==> config.mk <==
export PLATFORM = sky130hd
export DESIGN_NAME = fwid_top
export DESIGN_NICKNAME = d
export VERILOG_FILES = /design/src/rtl/fwid_pkg.sv /design/src/rtl/fwid_lzc.sv /design/src/rtl/fwid_numeric.sv /design/src/rtl/fwid_special.sv /design/src/rtl/fwid_dp_class.sv /design/src/rtl/fwid_top.sv
export SDC_FILE = /design/constraint.sdc
export NUM_CORES = 1
export LEC_CHECK = 0
export BUFFER_PORTS_ARGS = -buffer_cell sky130_fd_sc_hd__buf_4
export CORE_MARGIN = 4
export CORE_UTILIZATION = 60
export CTS_BUF_LIST = sky130_fd_sc_hd__clkbuf_8
export DETAILED_ROUTE_END_ITERATION = 10
export PLACE_DENSITY = 0.86
export SYNTH_ARGS = -nofsm -noshare
export SYNTH_HDL_FRONTEND = slang
export SYNTH_SLANG_ARGS = --single-unit
==> constraint.sdc <==
create_clock -name clk -period 7.77 [get_ports clk]
set_input_delay 0 -clock clk [delete_from_list [all_inputs] [get_ports clk]]
set_output_delay 0 -clock clk [all_outputs]
set_load 0.02 [all_outputs]
==> src/rtl/fwid_pkg.sv <==
package fwid_pkg;

    parameter int SP_W      = 32;
    parameter int SP_EXP_W  = 8;
    parameter int SP_FRAC_W = 23;
    parameter int DP_W      = 64;
    parameter int DP_EXP_W  = 11;
    parameter int DP_FRAC_W = 52;
    parameter int SP_BIAS   = 127;
    parameter int DP_BIAS   = 1023;

    localparam int BIAS_DELTA = DP_BIAS - SP_BIAS;
    localparam int FRAC_PAD   = DP_FRAC_W - SP_FRAC_W;
    localparam int LZC_W      = $clog2(SP_FRAC_W + 1);
    localparam int TAG_W      = 3;

    localparam logic [SP_W-1:0] SP_INDEF     = 32'hFFC0_0000;
    localparam logic [DP_W-1:0] DP_INDEF_NAT = 64'hFFF8_0000_0000_0000;
    localparam logic [DP_W-1:0] DP_INDEF_INV = 64'h7FF7_FFFF_FFFF_FFFF;

    typedef enum logic [TAG_W-1:0] {
        CLS_VALID  = 3'd0,
        CLS_ZERO   = 3'd1,
        CLS_DENORM = 3'd2,
        CLS_INF    = 3'd3,
        CLS_QNAN   = 3'd4,
        CLS_SNAN   = 3'd5,
        CLS_INDEF  = 3'd6
    } fwid_cls_e;

    typedef struct packed {
        logic              valid;
        logic [DP_W-1:0]   data;
        fwid_cls_e         cls;
    } fwid_out_s;

endpackage

==> src/rtl/fwid_lzc.sv <==
module fwid_lzc #(
    parameter int W  = 23,
    parameter int CW = $clog2(W + 1)
) (
    input  logic [W-1:0]  vec,
    output logic [CW-1:0] cnt
);
    // Scan upward; the highest set bit is the last one to write cnt.
    always_comb begin
        cnt = CW'(W);
        for (int i = 0; i < W; i++) begin
            if (vec[i]) cnt = CW'(W - 1 - i);
        end
    end
endmodule

==> src/rtl/fwid_numeric.sv <==
module fwid_numeric
    import fwid_pkg::*;
(
    input  logic                 sign,
    input  logic [SP_EXP_W-1:0]  exp_in,
    input  logic [SP_FRAC_W-1:0] frac_in,
    output logic [DP_W-1:0]      word
);
    logic [LZC_W-1:0]     lead_zeros;
    logic [DP_EXP_W-1:0]  exp_d;
    logic [SP_FRAC_W-1:0] frac_d;

    fwid_lzc #(.W(SP_FRAC_W), .CW(LZC_W)) u_lzc (
        .vec (frac_in),
        .cnt (lead_zeros)
    );

    always_comb begin
        if (exp_in != '0) begin
            exp_d  = DP_EXP_W'(exp_in) + DP_EXP_W'(BIAS_DELTA);
            frac_d = frac_in;
        end else if (frac_in == '0) begin
            exp_d  = '0;
            frac_d = '0;
        end else begin
            // Move the leading one into the hidden position, then drop it.
            exp_d  = DP_EXP_W'(BIAS_DELTA) - DP_EXP_W'(lead_zeros);
            frac_d = frac_in << (LZC_W'(1) + lead_zeros);
        end
        word = {sign, exp_d, frac_d, {FRAC_PAD{1'b0}}};
    end
endmodule

==> src/rtl/fwid_special.sv <==
module fwid_special
    import fwid_pkg::*;
#(
    parameter bit INVERT_QUIET = 1'b0
) (
    input  logic [SP_W-1:0] src,
    output logic [DP_W-1:0] word,
    output fwid_cls_e       cls
);
    localparam int QBIT = SP_FRAC_W - 1;

    logic                 sign;
    logic [SP_FRAC_W-1:0] payload;
    logic [SP_FRAC_W-1:0] payload_out;

    assign sign    = src[SP_W-1];
    assign payload = src[SP_FRAC_W-1:0];

    generate
        if (INVERT_QUIET) begin : g_flip
            assign payload_out = payload ^ (SP_FRAC_W'(1) << QBIT);
        end else begin : g_keep
            assign payload_out = payload;
        end
    endgenerate

    always_comb begin
        if (payload == '0) begin
            word = {sign, {DP_EXP_W{1'b1}}, {DP_FRAC_W{1'b0}}};
            cls  = CLS_INF;
        end else if (src == SP_INDEF) begin
            word = INVERT_QUIET ? DP_INDEF_INV : DP_INDEF_NAT;
            cls  = CLS_INDEF;
        end else begin
            word = {sign, {DP_EXP_W{1'b1}}, payload_out, {FRAC_PAD{1'b0}}};
            cls  = payload[QBIT] ? CLS_QNAN : CLS_SNAN;
        end
    end
endmodule

==> src/rtl/fwid_dp_class.sv <==
module fwid_dp_class
    import fwid_pkg::*;
(
    input  logic [DP_W-1:0] word,
    output fwid_cls_e       cls
);
    logic [DP_EXP_W-1:0] dexp;
    assign dexp = word[DP_W-2 -: DP_EXP_W];

    always_comb begin
        if (word[DP_W-2:0] == '0)   cls = CLS_ZERO;
        else if (dexp == '0)        cls = CLS_DENORM;
        else                        cls = CLS_VALID;
    end
endmodule

==> src/rtl/fwid_top.sv <==
module fwid_top
    import fwid_pkg::*;
#(
    parameter bit INVERT_QUIET = 1'b0
) (
    input  logic        clk,
    input  logic        rst_n,
    input  logic        in_valid,
    input  logic [31:0] in_data,
    output logic        out_valid,
    output logic [63:0] out_data,
    output logic [2:0]  out_tag
);
    localparam fwid_out_s RESET_VAL = '{valid: 1'b0, data: '0, cls: CLS_ZERO};

    logic [DP_W-1:0] num_word;
    logic [DP_W-1:0] spec_word;
    fwid_cls_e       num_cls;
    fwid_cls_e       spec_cls;
    logic            is_special;
    fwid_out_s       res_d, res_q;

    assign is_special = &in_data[SP_W-2 -: SP_EXP_W];

    fwid_numeric u_num (
        .sign    (in_data[SP_W-1]),
        .exp_in  (in_data[SP_W-2 -: SP_EXP_W]),
        .frac_in (in_data[SP_FRAC_W-1:0]),
        .word    (num_word)
    );

    fwid_dp_class u_cls (
        .word (num_word),
        .cls  (num_cls)
    );

    fwid_special #(.INVERT_QUIET(INVERT_QUIET)) u_spec (
        .src  (in_data),
        .word (spec_word),
        .cls  (spec_cls)
    );

    always_comb begin
        res_d       = res_q;
        res_d.valid = in_valid;
        if (in_valid) begin
            res_d.data = is_special ? spec_word : num_word;
            res_d.cls  = is_special ? spec_cls  : num_cls;
        end
    end

    always_ff @(posedge clk) begin
        if (!rst_n) res_q <= RESET_VAL;
        else        res_q <= res_d;
    end

    assign out_valid = res_q.valid;
    assign out_data  = res_q.data;
    assign out_tag   = res_q.cls;
endmodule

==> results.yml, run 1 <==
synthesis:
  synth_area_leaders: "dfxtp_1 (19%), o21ai_0 (6.5%), buf_4 (5.7%)"
  yosys_warnings: 0
  async_flop_share: 0
  synth_edf_count: 0
  synthFlopType: "dfxtp_1"
  avgSynthCellArea_um2: 7.41
  synth_area_leader_cell: "dfxtp_1"
  ys_seq_area_frac: 0.186
  synth_area_um2: 4080
  ys_ff_latch: 38
  synth_cell_types: 86
  yosysTopAreaCellShare: 0.186
  syn_inst: 551
setup_path:
  critPathLaunch: "in_data[20]"
  cp-endpoint: "out_data[41]"
  cp.arrival_ps: 4020
  rrSetupSlack_ps: 6630
  rr_worst_depth: 4
  r2r-start: "out_data[42]"
  cp-end-kind: "flop"
  critPathMaxFanout: 26
  cp.required_ps: 7930
  r2r-end: "out_data[42]"
  critPathKind: "input port to flop"
  start_kind: "input port"
drt:
  vias_per_cell: 7.34
  drc_errors: 0
  wl_um: 16100
  avgRoutedWirePerCell_um: 24.3
  drt_iter0_drc: 651
  vias: 4872
  antenna_left: 0
  drt_pass1_iterations: 5
job:
  maxCapViolations: 0
power:
  fin_total_pwr_uw: 683
  p_leak_uw: 0.00180
  vdd_drop_max_mv: 0.107
  p_per_area_nw_per_um2: 150
sta:
  fin_skew_ps: 0
  min_period_ps: 3860
  slew_headroom: 0.408
  max_freq_ghz: 0.259
  slew_violations: 0
  setup_ws_ps: 3910
  rsz0062_at_grt: "no"
  final.setup.tns_ps: 0
  worstMarginPinSlew_ps: 883
  hold_slack_ps: -3.07
  hold_viol_final: 1
  timing.final.crit_share: 0.497
  setup_viol: 0
clock_tree:
  h-tree-depth: 2
  cts_tree: "built"
  path_clk_slew_ps: 80
  numCtsBuffers: 5
  insertion_delay_ps: 290
  cts_buffer_depth: 2
  cts-root-buf: "clkbuf_8"
  cts_sinks: 38
floorplanning:
  rows: 29
  pin_count: 103
  die_h_um: 90.5
  initial_utilization: 0.632
  core_um2: 6460
  die_w_um: 90.5
  die_area_um2: 8180
final_layout:
  final_common_cell: "buf_4"
  instances_no_fill: 664
  area_growth_pct: 11.7
  final_cell_mix: "buf_4 (77), o21ai_0 (53), nor2_1 (48), nand2_1 (46), dfxtp_1 (38)"
  layout-drive-gt1-share: 0.211
  insertedDiodeCount: 0
  fin_nets: 623
status:
  violations: "hold timing"
  outcome: "finished, violations left"
placed_design:
  gp_congestion: 1.07
  dp_hpwl_um: 11600
  place_ws_ps: 3790
  port_buffers: 73
  placed_cells: 652
grt:
  grt_overflow: 0
  grt_pass1_vias: 4458
  grt_pass1_wl_um: 24700
  antenna_found_initial: 0
  grt_usage: 0.377
  grt_max_degree: 42
min_path:
  hold_path.class: "input port to flop"
metrics by stage:
stage	hold slack, ps	util	instance area [um2]
6_report	-3.07	0.706	4560
5_1_grt	26.6	0.706	4560
4_1_cts	0.166	0.706	4560
3_5_place_dp	270	0.678	4380
3_3_place_gp	251	0.678	4380
2_1_floorplan	147	-	4190
area by class of cell:
| cell class | instances | area, um2 |
|---|---|---|
| Clock buffer | 5 | 68.8 |
| Clock inverter | 3 | 68.8 |
| Fill cell | 562 | 1900 |
| Inverter | 14 | 52.6 |
| Multi-Input combinational cell | 446 | 2890 |
| Sequential cell | 38 | 761 |
| Tap cell | 77 | 96.3 |
| Timing Repair Buffer | 81 | 618 |
sequential cells by signal, summed over array words and instances (netlist names):
| signal | cells |
|---|---|
| out_data | 34 |
| out_tag | 3 |
| out_valid | 1 |
repair_timing:
item / in CTS / in global routing
hold buffers: 4 / 0
endpoints found under the hold margin: 4 / 0
buffers inserted: 0 / 0
resized for setup: 0 / 0
synth_stat cells (10+ instances only):
cell,instances
nand3_1,10
a21oi_1,37
inv_1,10
dfxtp_1,38
o21ai_0,53
buf_4,31
nor3_1,19
nand2_1,46
nor2_1,48
o211ai_1,13
a31oi_1,13
buf_2,18
clkbuf_1,25
a22o_1,16
power by group:
group	switching, uW	internal [uW]
Sequential	7.53	206
Clock	77.7	129
Combinational	169	93.2
Total	255	428
routing by layer:
| layer | global-route usage | wire length (um) | up-vias |
|---|---|---|---|
| li1 | - | - | 2105 |
| met1 | 0.478 | 5710 | 2228 |
| met2 | 0.594 | 7140 | 442 |
| met3 | 0.0775 | 2280 | 97 |
| met4 | 0.213 | 984 | 0 |
| met5 | 0 | 0 | - |
how the worst min path moves through the flow:
stage	start	end	slack, ps	depth (start not counted)
floorplan	in_data[30]	out_data[62]	150	2
global placement	in_data[31]	out_data[63]	250	3
detailed placement	in_data[31]	out_data[63]	270	3
CTS	in_data[25]	out_data[54]	0.2	3
global route	in_data[30]	out_data[62]	30	3
finish	in_data[30]	out_data[62]	-3	3
critical path, stage by stage:
cell	delay, ps
buf_4	160
nor3_1	260
nor4b_2	240
buf_4	220
o21a_1	390
nor2_2	170
inv_2	220
ha_1	470
nor3_2	130
nor2_4	590
mux2_1	410
mux4_2	500
nand3_1	120
o211ai_1	100
logic make-up (layout without fill, tap and decap cells):
family | Yosys count | count (layout) | synth area share
AOI/OAI and AO/OA | 215 | 215 | 0.370
xor gates and xnor gates | 2 | 2 | 0.00429
adders and majority gates | 2 | 2 | 0.00613
buffers and inverters | 95 | 103 | 0.131
DFF | 38 | 38 | 0.186
muxes | 20 | 20 | 0.0736
other | 1 | 29 | 0.000919
and+or+nand+nor | 178 | 178 | 0.228
Note: power is estimated with default switching activity, not from simulation.
==> run 2, diff against run 1 <==
--- a/config.mk
+++ b/config.mk
@@ -5,12 +5,13 @@
 export SDC_FILE = /design/constraint.sdc
 export NUM_CORES = 1
 export LEC_CHECK = 0
+export ABC_AREA = 1
 export BUFFER_PORTS_ARGS = -buffer_cell sky130_fd_sc_hd__buf_4
 export CORE_MARGIN = 4
-export CORE_UTILIZATION = 60
+export CORE_UTILIZATION = 49
 export CTS_BUF_LIST = sky130_fd_sc_hd__clkbuf_8
 export DETAILED_ROUTE_END_ITERATION = 10
-export PLACE_DENSITY = 0.86
+export PLACE_DENSITY = 0.76
 export SYNTH_ARGS = -nofsm -noshare
 export SYNTH_HDL_FRONTEND = slang
 export SYNTH_SLANG_ARGS = --single-unit
==> constraint.sdc (replaced) <==
create_clock -name clk -period 3.4 [get_ports clk]
set_input_delay 0 -clock clk [delete_from_list [all_inputs] [get_ports clk]]
set_output_delay 0 -clock clk [all_outputs]
set_load 0.02 [all_outputs]
==> run 2 against run 1 <==
  * Non-clock buffer count is 1 higher
  * The run now ends clean
  * Clock-buffer cell count rose by 1
  * Via count decreased by 13%
  * First-iteration DRC count is 39% lower
  * Global-route usage fell by 11 points
  * Clock skew stayed put
  * Combinational power increased by 99%
  * Synthesized cell count grew 11%
  * Sequential share of layout area grew 2.1 points
  * Power grew 93%
  * Critical endpoint is now out_data[39]
  * Worst hold slack gained 7.6 ps
==> results.yml, run 2 <==
status:
  outcome: "finished clean"
synthesis:
  avgSynthCellArea_um2: 5.72
  ys_seq_area_frac: 0.217
  synth.most_common_cell: "nand2_1"
  synth_edf_count: 0
  synth_area_um2: 3500
  synthFlopType: "dfxtp_1"
  synth_cell_types: 37
  async_flop_share: 0
  synth_area_leaders: "nand2_1 (22%), dfxtp_1 (22%), nand3_1 (15%)"
  ys_ff_latch: 38
  syn_inst: 613
  yosysTopAreaCellShare: 0.221
  synth_common_cells: "nand2_1 (206), nand3_1 (106), inv_1 (52), dfxtp_1 (38), nor2_1 (33)"
  synth_area_leader_cell: "nand2_1"
  yosys_warnings: 0
floorplanning:
  initial_utilization: 0.510
  die_h_um: 92.6
  rows: 30
  die_w_um: 92.6
  core_um2: 6870
  die_area_um2: 8570
  pin_count: 103
drt:
  antenna_left: 0
  drc_errors: 0
  drt_pass1_iterations: 6
  drt_iter0_drc: 397
  wl_um: 11600
  vias: 4226
  vias_per_cell: 5.51
  avgRoutedWirePerCell_um: 15.1
grt:
  grt_usage: 0.262
  grt_pass1_vias: 3985
  grt_max_degree: 43
  grt_pass1_wl_um: 18400
  grt_overflow: 0
  antenna_found_initial: 0
clock_tree:
  numCtsBuffers: 5
  cts_setup_buffers: 0
  cts_sinks: 38
  insertion_delay_ps: 280
  cts_buffer_depth: 2
  cts_tree: "built"
  cts-root-buf: "clkbuf_8"
  path_clk_slew_ps: 70
  h-tree-depth: 2
setup_path:
  r2r-end: "out_tag[0]"
  cp.required_ps: 3610
  cp-endpoint: "out_data[39]"
  critPathKind: "input port to flop"
  cp-end-kind: "flop"
  rrSetupSlack_ps: 2050
  start_kind: "input port"
  critPathMaxFanout: 11
  r2r-start: "out_tag[0]"
  cpPeakStageDelay_ps: 320
  critPathLaunch: "in_data[1]"
  cp.arrival_ps: 3030
  rr_worst_depth: 3
  crit_slowest_cell: "inv_1"
  cpMostUsedCell: "nand2_1"
sta:
  hold_viol_final: 0
  min_period_ps: 2810
  timing.final.crit_share: 0.827
  fin_skew_ps: 0
  max_freq_ghz: 0.355
  rsz0062_at_grt: "no"
  slew_headroom: 0.347
  slew_violations: 0
  final.setup.tns_ps: 0
  worstMarginPinSlew_ps: 978
  setup_viol: 0
final_layout:
  regArea_um2: 761
  multi_input_area_um2: 2250
  final_cell_mix: "nand2_1 (206), nand3_1 (106), buf_4 (80), inv_1 (52), dfxtp_1 (38)"
  insertedDiodeCount: 0
  largest_reg_flops: 34
  area_growth_pct: 15.8
  fillers: 740
  fin_nets: 709
  final_common_cell: "nand2_1"
  layout-drive-gt1-share: 0.161
  instances_no_fill: 767
min_path:
  hold_path.class: "input port to flop"
job:
  maxCapViolations: 0
power:
  p_per_area_nw_per_um2: 325
  fin_total_pwr_uw: 1320
  p_leak_uw: 0.00211
  vdd_drop_max_mv: 0.211
placed_design:
  placed_cells: 759
  dp_hpwl_um: 8950
  gp_congestion: 0.958
  port_buffers: 73
## run 2: cell count changes after synthesis, sizes merged, moves of 14 or more
| cell | delta |
|---|---|
| nand2 | +163 |
| nand3 | +98 |
| inv | +44 |
| o21ai | -22 |
| nor3 | -19 |
| a22o | -16 |
| buf | -14 |
## run 2: logic make-up after synthesis
| kind of cell | share of synthesized area |
|---|---|
| flip-flops | 0.217 |
| AND/OR/NAND/NOR | 0.457 |
| adder cells (fa/ha/maj) | 0.00714 |
| AO/OA/AOI/OAI | 0.142 |
| other | 0.00107 |
| buffers and inverters | 0.171 |
| XOR/XNOR | 0.00464 |
## run 2: worst min path at each step
stage / depth (start not counted) / slack, ps / from / endpoint
2_1_floorplan: 2 / 150 / in_data[31] / out_data[63]
3_3_place_gp: 2 / 270 / rst_n / out_tag[0]
3_5_place_dp: 2 / 290 / rst_n / out_tag[0]
4_1_cts: 3 / 0.5 / rst_n / out_valid
5_1_grt: 3 / 8 / rst_n / out_valid
6_report: 3 / 5 / rst_n / out_valid
## run 2: per-layer routing
layer / vias to the layer above / part of all wire / track usage
met1: 1928 / 0.42 / 0.333
met2: 208 / 0.48 / 0.453
met4: 0 / 0.027 / 0.0842
met5: - / 0 / 0
li1: 2059 / - / -
met3: 31 / 0.078 / 0.0414
## run 2: area by class of cell
class	count	area share
flip-flops and latches	38	0.188
well taps	96	0.0296
inverters	59	0.0552
clock buffers	6	0.0204
multi-input cells	486	0.554
repair buffers	82	0.153
## run 2: timing repair
action                                 CTS  global route
hold buffers                             2             0
resized for setup                        0             0
endpoints found under the hold margin    1             0
## run 2: stage by stage
step                hold slack, ps  setup slack, ps  utilization  instance area, um2
floorplan                      153              718            -                3610
global placement               273              284        0.576                3950
detailed placement             288              328        0.576                3950
CTS                          0.531              627        0.591                4060
global route                  7.63              168        0.591                4060
finish                        4.55              587        0.591                4060
## run 2: critical path, delay by kind of cell
kind	cells	cell delay, ps
AOI/OAI and AO/OA	3	420
and+or+nand+nor	25	1770
adders and majority gates	1	230
buffers and inverters	4	580
## run 2: power breakdown
group | leakage [uW] | internal (uW) | switching [uW]
Combinational | 0.00175 | 176 | 348
Sequential | 0.000314 | 472 | 15.3
Clock | 0.0000431 | 156 | 150
Total | 0.00211 | 804 | 513
